File: src/rtl/rtg_pkg.sv
package rtg_pkg;

  localparam int DOT_W  = 10;
  localparam int LINE_W = 10;
  localparam int STAT_W = 14;

  typedef struct packed {
    logic [LINE_W-1:0] line_last;
    logic [DOT_W-1:0]  dot_last;
    logic              interlace;
    logic [3:0]        vs_lines;
    logic [6:0]        hs_field;
    logic [9:0]        fp_field;
  } rtg_cfg_t;

  // hsync width in dots: two dots per unit, field plus one
  function automatic logic [10:0] f_hsync_dots(input logic [6:0] hs);
    return ({4'd0, hs} + 11'd1) << 1;
  endfunction

  // front porch in dots
  function automatic logic [10:0] f_porch_dots(input logic [9:0] fp);
    return {1'b0, fp} + 11'd1;
  endfunction

  // first dot past the active region on off-parity lines, floored at zero
  function automatic logic [10:0] f_active_end(input logic [DOT_W-1:0] dot_last,
                                               input int unsigned bp);
    logic [11:0] len;
    len = {2'd0, dot_last} + 12'd1;
    if (int'(len) <= int'(bp)) return 11'd0;
    return 11'(int'(len) - int'(bp));
  endfunction

  function automatic logic [STAT_W-1:0] f_status(
      input logic [LINE_W-1:0] line, input logic [DOT_W-1:0] dot,
      input logic field, input logic [3:0] vs, input logic [10:0] hsw,
      input logic [10:0] fpd, input logic [10:0] act_end);
    logic [STAT_W-1:0] s;
    logic in_vid;
    s = '0;
    s[9:0] = line;
    s[10]  = field;
    in_vid = line >= {6'd0, vs};
    if (line[0] == field) begin
      s[12] = {1'b0, dot} > hsw;
      if (in_vid) begin
        s[13] = 1'b1;
        s[11] = {1'b0, dot} > fpd;
      end
    end else begin
      s[12] = 1'b1;
      if (in_vid) begin
        s[13] = 1'b1;
        s[11] = {1'b0, dot} < act_end;
      end
    end
    return s;
  endfunction

endpackage

File: src/rtl/rtg_regs.sv
module rtg_regs
  import rtg_pkg::*;
(
  input  logic        clk,
  input  logic        rst_n,
  input  logic        wr_en,
  input  logic [1:0]  wr_sel,
  input  logic [31:0] wr_data,
  output rtg_cfg_t    cfg
);
  localparam logic [31:0] GEOM_RST = 32'h0270_035F;
  localparam logic [31:0] GEOM_MSK = 32'h03FF_03FF;

  logic [31:0] geom_q;
  logic        il_q;
  logic [3:0]  vs_q;
  logic [6:0]  hs_q;
  logic [9:0]  fp_q;

  always_ff @(posedge clk) begin
    if (!rst_n) begin
      geom_q <= GEOM_RST;
      il_q   <= 1'b0;
      vs_q   <= 4'd5;
      hs_q   <= 7'h3F;
      fp_q   <= '0;
    end else if (wr_en) begin
      case (wr_sel)
        2'd0: geom_q <= wr_data & GEOM_MSK;
        2'd1: il_q   <= wr_data[4];
        2'd2: begin vs_q <= wr_data[11:8]; hs_q <= wr_data[6:0]; end
        default: fp_q <= wr_data[9:0];
      endcase
    end
  end

  assign cfg.line_last = geom_q[25:16];
  assign cfg.dot_last  = geom_q[9:0];
  assign cfg.interlace = il_q;
  assign cfg.vs_lines  = vs_q;
  assign cfg.hs_field  = hs_q;
  assign cfg.fp_field  = fp_q;

  a_r4_geom_masked: assert property (@(posedge clk) disable iff (!rst_n)
    (geom_q & ~GEOM_MSK) == 32'd0);
  a_r4_geom_load: assert property (@(posedge clk) disable iff (!rst_n)
    (wr_en && wr_sel == 2'd0) |=> geom_q == ($past(wr_data) & GEOM_MSK));
endmodule

File: src/rtl/rtg_raster_cnt.sv
module rtg_raster_cnt
  import rtg_pkg::*;
#(
  parameter int RETRACE_END = 42
) (
  input  logic              clk,
  input  logic              rst_n,
  input  logic [DOT_W-1:0]  dot_last,
  input  logic [LINE_W-1:0] line_last,
  input  logic              interlace,
  output logic [DOT_W-1:0]  dot_cnt,
  output logic [LINE_W-1:0] line_cnt,
  output logic              field_odd,
  output logic              frame_strobe,
  output logic              dot_wrap,
  output logic              frame_wrap
);
  localparam logic [LINE_W-1:0] RE = LINE_W'(RETRACE_END);

  logic [LINE_W-1:0] line_nxt;
  logic              strobe_nxt;

  assign dot_wrap   = dot_cnt >= dot_last;
  assign frame_wrap = dot_wrap && (line_cnt >= line_last);

  always_comb begin
    if (frame_wrap)    line_nxt = '0;
    else if (dot_wrap) line_nxt = line_cnt + 1'b1;
    else               line_nxt = line_cnt;
    strobe_nxt = dot_wrap && (line_nxt >= RE) &&
                 ((line_cnt < RE) || (line_nxt < line_cnt));
  end

  always_ff @(posedge clk) begin
    if (!rst_n) begin
      dot_cnt      <= '0;
      line_cnt     <= '0;
      field_odd    <= 1'b0;
      frame_strobe <= 1'b0;
    end else begin
      dot_cnt      <= dot_wrap ? '0 : dot_cnt + 1'b1;
      line_cnt     <= line_nxt;
      frame_strobe <= strobe_nxt;
      if (frame_wrap && interlace) field_odd <= ~field_odd;
    end
  end

  a_r2_dot_restart: assert property (@(posedge clk) disable iff (!rst_n)
    dot_wrap |=> dot_cnt == '0);
  a_r2_line_hold: assert property (@(posedge clk) disable iff (!rst_n)
    !dot_wrap |=> line_cnt == $past(line_cnt));
  a_r3_frame_restart: assert property (@(posedge clk) disable iff (!rst_n)
    frame_wrap |=> line_cnt == '0);
  a_r3_field_toggle: assert property (@(posedge clk) disable iff (!rst_n)
    (frame_wrap && interlace) |=> field_odd != $past(field_odd));
  a_r3_field_steady: assert property (@(posedge clk) disable iff (!rst_n)
    !(frame_wrap && interlace) |=> $stable(field_odd));
  a_r8_strobe_place: assert property (@(posedge clk) disable iff (!rst_n)
    frame_strobe |-> (line_cnt == RE && dot_cnt == '0));
  a_r8_strobe_single: assert property (@(posedge clk) disable iff (!rst_n)
    frame_strobe |=> !frame_strobe);
endmodule

File: src/rtl/rtg_status.sv
module rtg_status
  import rtg_pkg::*;
#(
  parameter int BACK_PORCH_DOTS = 108
) (
  input  logic              clk,
  input  logic              rst_n,
  input  rtg_cfg_t          cfg,
  input  logic [DOT_W-1:0]  dot_cnt,
  input  logic [LINE_W-1:0] line_cnt,
  input  logic              field_odd,
  output logic [STAT_W-1:0] status
);
  logic [10:0] hsw, fpd, act_end;

  assign hsw     = f_hsync_dots(cfg.hs_field);
  assign fpd     = f_porch_dots(cfg.fp_field);
  assign act_end = f_active_end(cfg.dot_last, BACK_PORCH_DOTS);
  assign status  = f_status(line_cnt, dot_cnt, field_odd, cfg.vs_lines,
                            hsw, fpd, act_end);

  a_r6_active_in_vid: assert property (@(posedge clk) disable iff (!rst_n)
    status[11] |-> status[13]);
  a_r7_offline_hsync: assert property (@(posedge clk) disable iff (!rst_n)
    (line_cnt[0] != field_odd) |-> status[12]);
  a_r5_line_field: assert property (@(posedge clk) disable iff (!rst_n)
    (status[9:0] == line_cnt) && (status[10] == field_odd));
endmodule

File: src/rtl/raster_timing_gen.sv
module raster_timing_gen
  import rtg_pkg::*;
#(
  parameter int RETRACE_END     = 42,
  parameter int BACK_PORCH_DOTS = 108
) (
  input  logic        clk,
  input  logic        rst_n,
  input  logic        wr_en,
  input  logic [1:0]  wr_sel,
  input  logic [31:0] wr_data,
  output logic [13:0] sync_status,
  output logic        frame_strobe
);
  rtg_cfg_t          cfg;
  logic [DOT_W-1:0]  dot_cnt;
  logic [LINE_W-1:0] line_cnt;
  logic              field_odd;
  logic              dot_wrap;
  logic              frame_wrap;

  rtg_regs u_regs (
    .clk(clk), .rst_n(rst_n), .wr_en(wr_en), .wr_sel(wr_sel),
    .wr_data(wr_data), .cfg(cfg)
  );

  rtg_raster_cnt #(.RETRACE_END(RETRACE_END)) u_cnt (
    .clk(clk), .rst_n(rst_n), .dot_last(cfg.dot_last),
    .line_last(cfg.line_last), .interlace(cfg.interlace),
    .dot_cnt(dot_cnt), .line_cnt(line_cnt), .field_odd(field_odd),
    .frame_strobe(frame_strobe), .dot_wrap(dot_wrap), .frame_wrap(frame_wrap)
  );

  rtg_status #(.BACK_PORCH_DOTS(BACK_PORCH_DOTS)) u_stat (
    .clk(clk), .rst_n(rst_n), .cfg(cfg), .dot_cnt(dot_cnt),
    .line_cnt(line_cnt), .field_odd(field_odd), .status(sync_status)
  );

  a_r1_reset_state: assert property (@(posedge clk)
    !rst_n |=> (sync_status[10:0] == 11'd0 && !frame_strobe));
  a_r3_wrap_needs_dot: assert property (@(posedge clk) disable iff (!rst_n)
    frame_wrap |-> dot_wrap);
endmodule

File: config.mk
export PLATFORM = sky130hd
export DESIGN_NAME = raster_timing_gen
export DESIGN_NICKNAME = d
export VERILOG_FILES = /design/src/rtl/rtg_pkg.sv /design/src/rtl/rtg_regs.sv /design/src/rtl/rtg_raster_cnt.sv /design/src/rtl/rtg_status.sv /design/src/rtl/raster_timing_gen.sv
export SDC_FILE = /design/constraint.sdc
export NUM_CORES = 1
export LEC_CHECK = 0
export CAP_MARGIN = 5
export CELL_PAD_IN_SITES_DETAIL_PLACEMENT = 2
export CELL_PAD_IN_SITES_GLOBAL_PLACEMENT = 2
export CORE_AREA = 2 2 120 122
export CTS_CLUSTER_DIAMETER = 60
export DETAILED_ROUTE_END_ITERATION = 6
export DIE_AREA = 0 0 122 124
export GPL_ROUTABILITY_DRIVEN = 1
export HOLD_SLACK_MARGIN = 0.15
export PLACE_DENSITY = 0.88
export REMOVE_ABC_BUFFERS = 1
export SLEW_MARGIN = 5
export SYNTH_ARGS = -nofsm -noshare
export SYNTH_HDL_FRONTEND = slang
export SYNTH_SLANG_ARGS = --single-unit
File: constraint.sdc
create_clock -name clk -period 5.2 [get_ports clk]
set_input_delay 1.3 -clock clk [delete_from_list [all_inputs] [get_ports clk]]
set_output_delay 1.3 -clock clk [all_outputs]
set_load 0.005 [all_outputs]
==> reports/metrics.cfg, run 1 <==
[synth]
ys_seq_area_frac=0.276
synth_common_cells=nand2_1, ha_1, dfxtp_1, inv_1, nand3_1
ys_async_sr_fraction=0
synth_area_leaders=dfxtp_1, ha_1, nand2_1
synth_cells=581
synth.cell_area_um2=4630
ys_warn_count=0
synth_edf_count=0
yosys.cell_types.count=58
yosysTopAreaCell=dfxtp_1
yosysMostFrequentCell=nand2_1
synthFlopType=dfxtp_1
synth_seq_cells=64
synth_area_per_cell_um2=7.98
synth_top_area_share=0.276

[cts]
htreeDepth=3
postCtsHoldBufs=0
cts_tree=built
clk_pin_slew_ns=0.06
cts_buffer_depth=2
clockRootBuffer=clkbuf_16
clk_latency_ns=0.35
cts_buffers=9
cts_sinks=64

[critical_path]
reg2reg_slack_ns=0.68
cp_slowest_cell=dfxtp_4
r2r_end=u_cnt.frame_strobe
rr_startpoint=u_regs.geom_q[4]
crit_path_cell_trace=ha_4 > nand3_2 > xnor2_2 > buf_4 > a21boi_2 > o221ai_4 > buf_4 > nand2_1 > ha_1 > a21oi_1 > nor2b_1 > o21ai_0 > nand2b_1 > a21oi_1 > o21ai_1 > o211ai_1 > and3_1 > dlygate4sd2_1
critPathMaxStageDelay_ns=0.37
crit_buf_inv=3
crit_arrival_ns=3.84
required_ns=3.90
path_class=reg -> out
startpoint_type=flop
worstRegToRegCells=17
end_kind=primary output
crit_family=compound AO/OA/AOI/OAI gates
crit_fanout=6

[global_route]
grt_max_degree=54
grtUsageTotal=0.278
grt_pass1_wl_mm=31.6
grt_overflow=0
grt_pass1_vias=5418
antenna_found_initial=0

[pwr]
total_power_w=0.00148
ir_worst_vdd_mv=0.217
cellPowerDensity_nw_per_um2=255
p_leak_nw=2.47

[min_path]
hp-start=u_regs.geom_q[23]
hold_depth=2
hold_end=u_regs.geom_q[23]
hp-class=reg -> reg

[finish]
layout.nets=736
syn_to_final_growth_pct=25.0
antenna_cells=0
nFillCells=1533
final_cell_area_um2=5790
drive_gt1_frac=0.123
final_util=0.422

[sta]
post-route-period-util=0.988
timing.fmax_ghz=0.195
worst_pin_slew_ns=0.959
slew_violations=0
period_minus_slack_ns=5.14
clock-skew-final_ns=0.0130
slew-limit-headroom=0.359
hold_viol=0
setup_viol=0

[placed_design]
placed_cell_area_um2=5260
place_congestion=0.819
port_buffers=41
dp.final_hpwl_mm=12.3

[die]
placementRows=43
start_util=0.338
die_height_um=124
dieArea_um2=15100
ios=52
core_um2=13700
fp.dieW_um=122

[outcome]
status=finished, final reports clean

[route]
ant_nets=0
routed_wl_mm=21.4
drc=0
viasPerCell=5.89
vias=4810
drt_pass1_iterations=5
drt_first_iter_violations=270
routedWlPerCell_um=26.2

[job]
drv_cap=0

flip-flops by register name (all words and copies together), names as in the netlist:
register and cells:
u_regs.hs_q 7, u_cnt.line_cnt 10, u_regs.geom_q 20, u_regs.il_q 1
u_regs.fp_q 10, u_regs.vs_q 4, u_cnt.field_odd 1, u_cnt.frame_strobe 1
u_cnt.dot_cnt 10
placed cells by master, fill, tap and decap left out, types with 7 or more instances in the layout:
cell type / synthesis / routed
a21boi_0: 21 / 21
a21oi_1: 20 / 17
and2_1: 7 / 7
and3_1: 11 / 11
buf_4: 2 / 15
clkbuf_16: 0 / 9
clkdlybuf4s50_1: 0 / 40
dfxtp_1: 64 / 60
ha_1: 67 / 64
inv_1: 39 / 38
nand2_1: 106 / 105
nand2b_1: 8 / 7
nand3_1: 39 / 37
nor2_1: 36 / 35
nor2b_1: 9 / 8
o211ai_1: 17 / 17
o21ai_0: 18 / 13
xnor2_1: 23 / 20
xor2_1: 14 / 14
where the power goes:
group	switching, W	internal, W	total (W)	leakage, nW
sequential	0.0000229	0.000506	0.000529	0.520
clock	0.000241	0.000406	0.000648	0.154
combinational	0.000169	0.000133	0.000301	1.79
total	0.000433	0.00105	0.00148	2.47
worst max-delay path by stage:
| stage | endpoint | startpoint | cells after the start |
|---|---|---|---|
| finish | sync_status[11] | u_regs.geom_q[1] | 18 |
| global route | sync_status[11] | u_regs.geom_q[6] | 14 |
| CTS | sync_status[11] | u_regs.geom_q[1] | 16 |
| detailed placement | sync_status[11] | u_regs.geom_q[1] | 15 |
| global placement | sync_status[11] | u_regs.geom_q[1] | 16 |
| floorplan | sync_status[11] | u_regs.geom_q[0] | 15 |
kinds of logic (layout without fill, tap and decap cells):
logic type	after synthesis	in the layout	share of synthesized area
muxes	4	4	0.00918
adders and majority gates	67	67	0.181
and+or+nand+nor	240	240	0.248
xor gates and xnor gates	37	37	0.0699
AOI/OAI and AO/OA	110	110	0.166
DFF	64	64	0.276
buffers and inverters	59	114	0.0497
worst register-to-register path: stages (launching register included):
cell and delay [ns]:
dfxtp_1 0.44, inv_1 0.17, ha_1 0.40, a21oi_1 0.21
nand2_1 0.10, a221oi_1 0.56, o21ba_1 0.26, buf_4 0.25
a21oi_1 0.09, o21ai_1 0.23, ha_1 0.28, a2111oi_0 0.48
nand2_1 0.11, a31oi_1 0.21, o21ai_0 0.19, a21oi_1 0.26
nand2_1 0.08, o2bb2ai_1 0.13
per-layer routing:
metal | track usage | share of wire | vias to the layer above
met4 | 0.164 | 0.050 | 0
li1 | - | - | 2121
met2 | 0.494 | 0.50 | 187
met3 | 0.0458 | 0.038 | 81
met1 | 0.314 | 0.41 | 2421
met5 | 0 | 0 | -
layout make-up:
class	instances	area, um2	area share
Clock inverter	3	40.0	0.00691
Tap cell	180	225	0.0389
Timing Repair Buffer	57	533	0.0920
Clock buffer	12	267	0.0460
Inverter	42	158	0.0272
Multi-Input combinational cell	458	3280	0.567
Sequential cell	64	1290	0.222
what timing repair did:
| item | in CTS | in global routing |
|---|---|---|
| cloned | 0 | 0 |
| pin swaps | 9 | 8 |
| resized for setup | 30 | 10 |
| buffers inserted | 5 | 4 |
| setup endpoints to repair | 1 | 1 |
| endpoints found under the hold margin | 0 | 0 |
stage by stage:
| step | TNS, ns | setup slack [ns] | hold WS [ns] | cells |
|---|---|---|---|---|
| after CTS | 0 | 0.214 | 0.475 | 812 |
| after global routing | -0.0972 | -0.0972 | 0.513 | 816 |
| after detailed placement | -0.0436 | -0.0436 | 0.467 | 792 |
| final | 0 | 0.0608 | 0.471 | 816 |
| after floorplan | 0 | 0.913 | 0.443 | 564 |
| after global placement | 0 | 0.116 | 0.457 | 792 |
No activity file was read; power rests on OpenSTA's default activity.
==> run 2: changes to the inputs <==
--- a/config.mk
+++ b/config.mk
@@ -16,7 +16,6 @@
 export HOLD_SLACK_MARGIN = 0.15
 export PLACE_DENSITY = 0.88
 export REMOVE_ABC_BUFFERS = 1
-export SLEW_MARGIN = 5
 export SYNTH_ARGS = -nofsm -noshare
 export SYNTH_HDL_FRONTEND = slang
 export SYNTH_SLANG_ARGS = --single-unit
==> constraint.sdc (replaced) <==
create_clock -name clk -period 5.2 [get_ports clk]
set_input_delay 1.3 -clock clk [delete_from_list [all_inputs] [get_ports clk]]
set_output_delay 1.3 -clock clk [all_outputs]
set_load 0.05 [all_outputs]
==> reports/metrics.cfg, run 2 (synthesis results as in run 1) <==
[pwr]
p_sw_w=0.000413  ; was 0.000433 W
pwr-share-comb=0.171  ; was 0.204
seqPwrFrac=0.353  ; was 0.358
power.internal_w=0.00107  ; was 0.00105 W
cellPowerDensity_nw_per_um2=265  ; was 255 nW/um2
ir_worst_vdd_mv=0.170  ; was 0.217 mV
sw_frac_of_total=0.278  ; was 0.293
pwr-share-clk=0.475  ; was 0.438
p_leak_nw=2.38  ; was 2.47 nW

[sta]
grt_setup_unrepaired=false
hold_viol=0  ; unchanged
period_minus_slack_ns=5.01  ; was 5.14 ns
tns_ns=0  ; unchanged
clock-skew-final_ns=0.0107  ; was 0.0130 ns
setup_viol=0  ; unchanged
post-route-period-util=0.963  ; was 0.988
slew-limit-headroom=0.109  ; was 0.359
timing.fmax_ghz=0.200  ; was 0.195 GHz
worst_pin_slew_ns=1.33  ; was 0.959 ns
slew_violations=0  ; unchanged

[placed_design]
port_buffers=41  ; unchanged
dp.final_hpwl_mm=12.5  ; was 12.3 mm
place_congestion=0.827  ; was 0.819
dp.cells=790  ; was 792

[critical_path]
startpoint_type=flop  ; unchanged
cp_num_cells=16  ; was 18
critPathMaxStageDelay_ns=0.38  ; was 0.37 ns
crit_path_cell_trace=ha_4 > and4_2 > nand3_1 > a21oi_2 > a21oi_2 > nand2b_1 > a31oi_1 > mux2_2 > ha_1 > nand3_1 > nor2_1 > a221oi_1 > o21ai_1 > o211ai_1 > and3_4 > buf_12  ; was ha_4 > nand3_2 > xnor2_2 > buf_4 > a21boi_2 > o221ai_4 > buf_4 > nand2_1 > ha_1 > a21oi_1 > nor2b_1 > o21ai_0 > nand2b_1 > a21oi_1 > o21ai_1 > o211ai_1 > and3_1 > dlygate4sd2_1
crit_family=simple AND/OR/NAND/NOR gates  ; was compound AO/OA/AOI/OAI gates
crit_fanout=5  ; was 6
end_kind=primary output  ; unchanged
path_class=reg -> out  ; unchanged
required_ns=3.90  ; about the same
cp_slowest_cell=dfxtp_2  ; was dfxtp_4
crit_arrival_ns=3.71  ; was 3.84 ns
worstRegToRegCells=17  ; unchanged
crit_buf_inv=1  ; was 3

[global_route]
grt_max_degree=54  ; unchanged
grt_pass1_vias=5211  ; was 5418
antenna_found_initial=0  ; unchanged
met3_usage=0.0375  ; was 0.0458
top_usage_layer=met2  ; unchanged
grt_pass1_wl_mm=29.1  ; was 31.6 mm
gr-usage-met2=0.463  ; was 0.494
grt_overflow=0  ; unchanged
grtUsageTotal=0.257  ; was 0.278
use_met1=0.291  ; was 0.314

[cts]
postCtsHoldBufs=0  ; unchanged
clk_pin_slew_ns=0.06  ; about the same
cts_tree=built  ; unchanged
cts_sinks=64  ; unchanged
cts_buffers=9  ; unchanged
clockRootBuffer=clkbuf_16  ; unchanged
htreeDepth=3  ; unchanged
cts_buffer_depth=2  ; unchanged
clk_latency_ns=0.35  ; about the same

[die]
fp.dieW_um=122  ; unchanged
core_um2=13700  ; unchanged
start_util=0.338  ; unchanged
dieArea_um2=15100  ; unchanged
die_height_um=124  ; unchanged
placementRows=43  ; unchanged
ios=52  ; unchanged

[route]
drt_first_iter_violations=233  ; was 270
viasPerCell=5.70  ; was 5.89
routedWlPerCell_um=23.5  ; was 26.2 um
drt_pass1_iterations=4  ; was 5
routed_wl_mm=18.9  ; was 21.4 mm
ant_nets=0  ; unchanged
vias=4594  ; was 4810
drc=0  ; unchanged

[finish]
final_util=0.410  ; was 0.422
antenna_cells=0  ; unchanged
mostFrequentLayoutCells=nand2_1, ha_1, dfxtp_1  ; unchanged
top_register=u_regs.geom_q  ; unchanged
layout.nets=725  ; was 736
drive_gt1_frac=0.0815  ; was 0.123
syn_to_final_growth_pct=21.4  ; was 25.0%
largest_reg_flops=20  ; unchanged
instances_no_fill=806  ; was 816
mostFrequentLayoutCell=nand2_1  ; unchanged

[min_path]
hold_depth=2  ; unchanged
hp-class=reg -> reg  ; unchanged

[job]
drv_cap=0  ; unchanged

[outcome]
status=finished, final reports clean  ; unchanged

run 2: power by group through the flow:
stage / sequential, W / combinational [W] / clock, W
floorplan: 0.000529 / 0.000151 / 0
global placement: 0.000533 / 0.000216 / 0
detailed placement: 0.000535 / 0.000239 / 0
CTS: 0.000526 / 0.000253 / 0.000711
global route: 0.000528 / 0.000281 / 0.000734
finish: 0.000526 / 0.000255 / 0.000707
run 2: path summary, 6_finish.rpt:
| path | startpoint | to | slack, ns |
|---|---|---|---|
| worst max-delay path | u_regs.geom_q[1] | sync_status[11] | 0.19 |
| worst min-delay path | u_regs.geom_q[23] | u_regs.geom_q[23] | 0.49 |
| worst max register to register | u_cnt.line_cnt[0] | u_cnt.frame_strobe | 0.74 |
| worst min register to register | u_regs.geom_q[23] | u_regs.geom_q[23] | 0.49 |
run 2: stage by stage:
stage	total power [W]	area, um2	hold WS (ns)	setup WS (ns)
detailed placement	0.000774	5250	0.470	0.269
floorplan	0.000680	4560	0.443	0.612
CTS	0.00149	5610	0.491	0.0435
finish	0.00149	5620	0.486	0.192
global route	0.00154	5620	0.523	0.0171
global placement	0.000749	5250	0.459	0.384
run 2: cell type report:
class,instances,area [um2]
Fill cell,1536,8100
Multi-Input combinational cell,458,3160
Sequential cell,64,1280
Timing Repair Buffer,46,458
Clock buffer,12,267
Tap cell,180,225
Inverter,42,158
Clock inverter,4,75.1
run 2: worst reg2reg max path: cells and delay by family, from the launching register on:
kind	cells	cell delay, ns
AOI/OAI and AO/OA	9	2.07
adders and majority gates	2	0.60
buffers and inverters	1	0.16
DFF	1	0.60
and+or+nand+nor	5	0.96
run 2: routing by layer:
metal	up-vias	wire, um
li1	2092	-
met1	2294	7570
met4	0	1030
met5	-	0
met2	135	9700
met3	73	643
run 2: timing repair:
action / in CTS / in global routing
setup endpoints to repair: 1 / 1
gates resized for setup: 4 / 6
pin swaps: 0 / 2
buffers inserted: 0 / 0
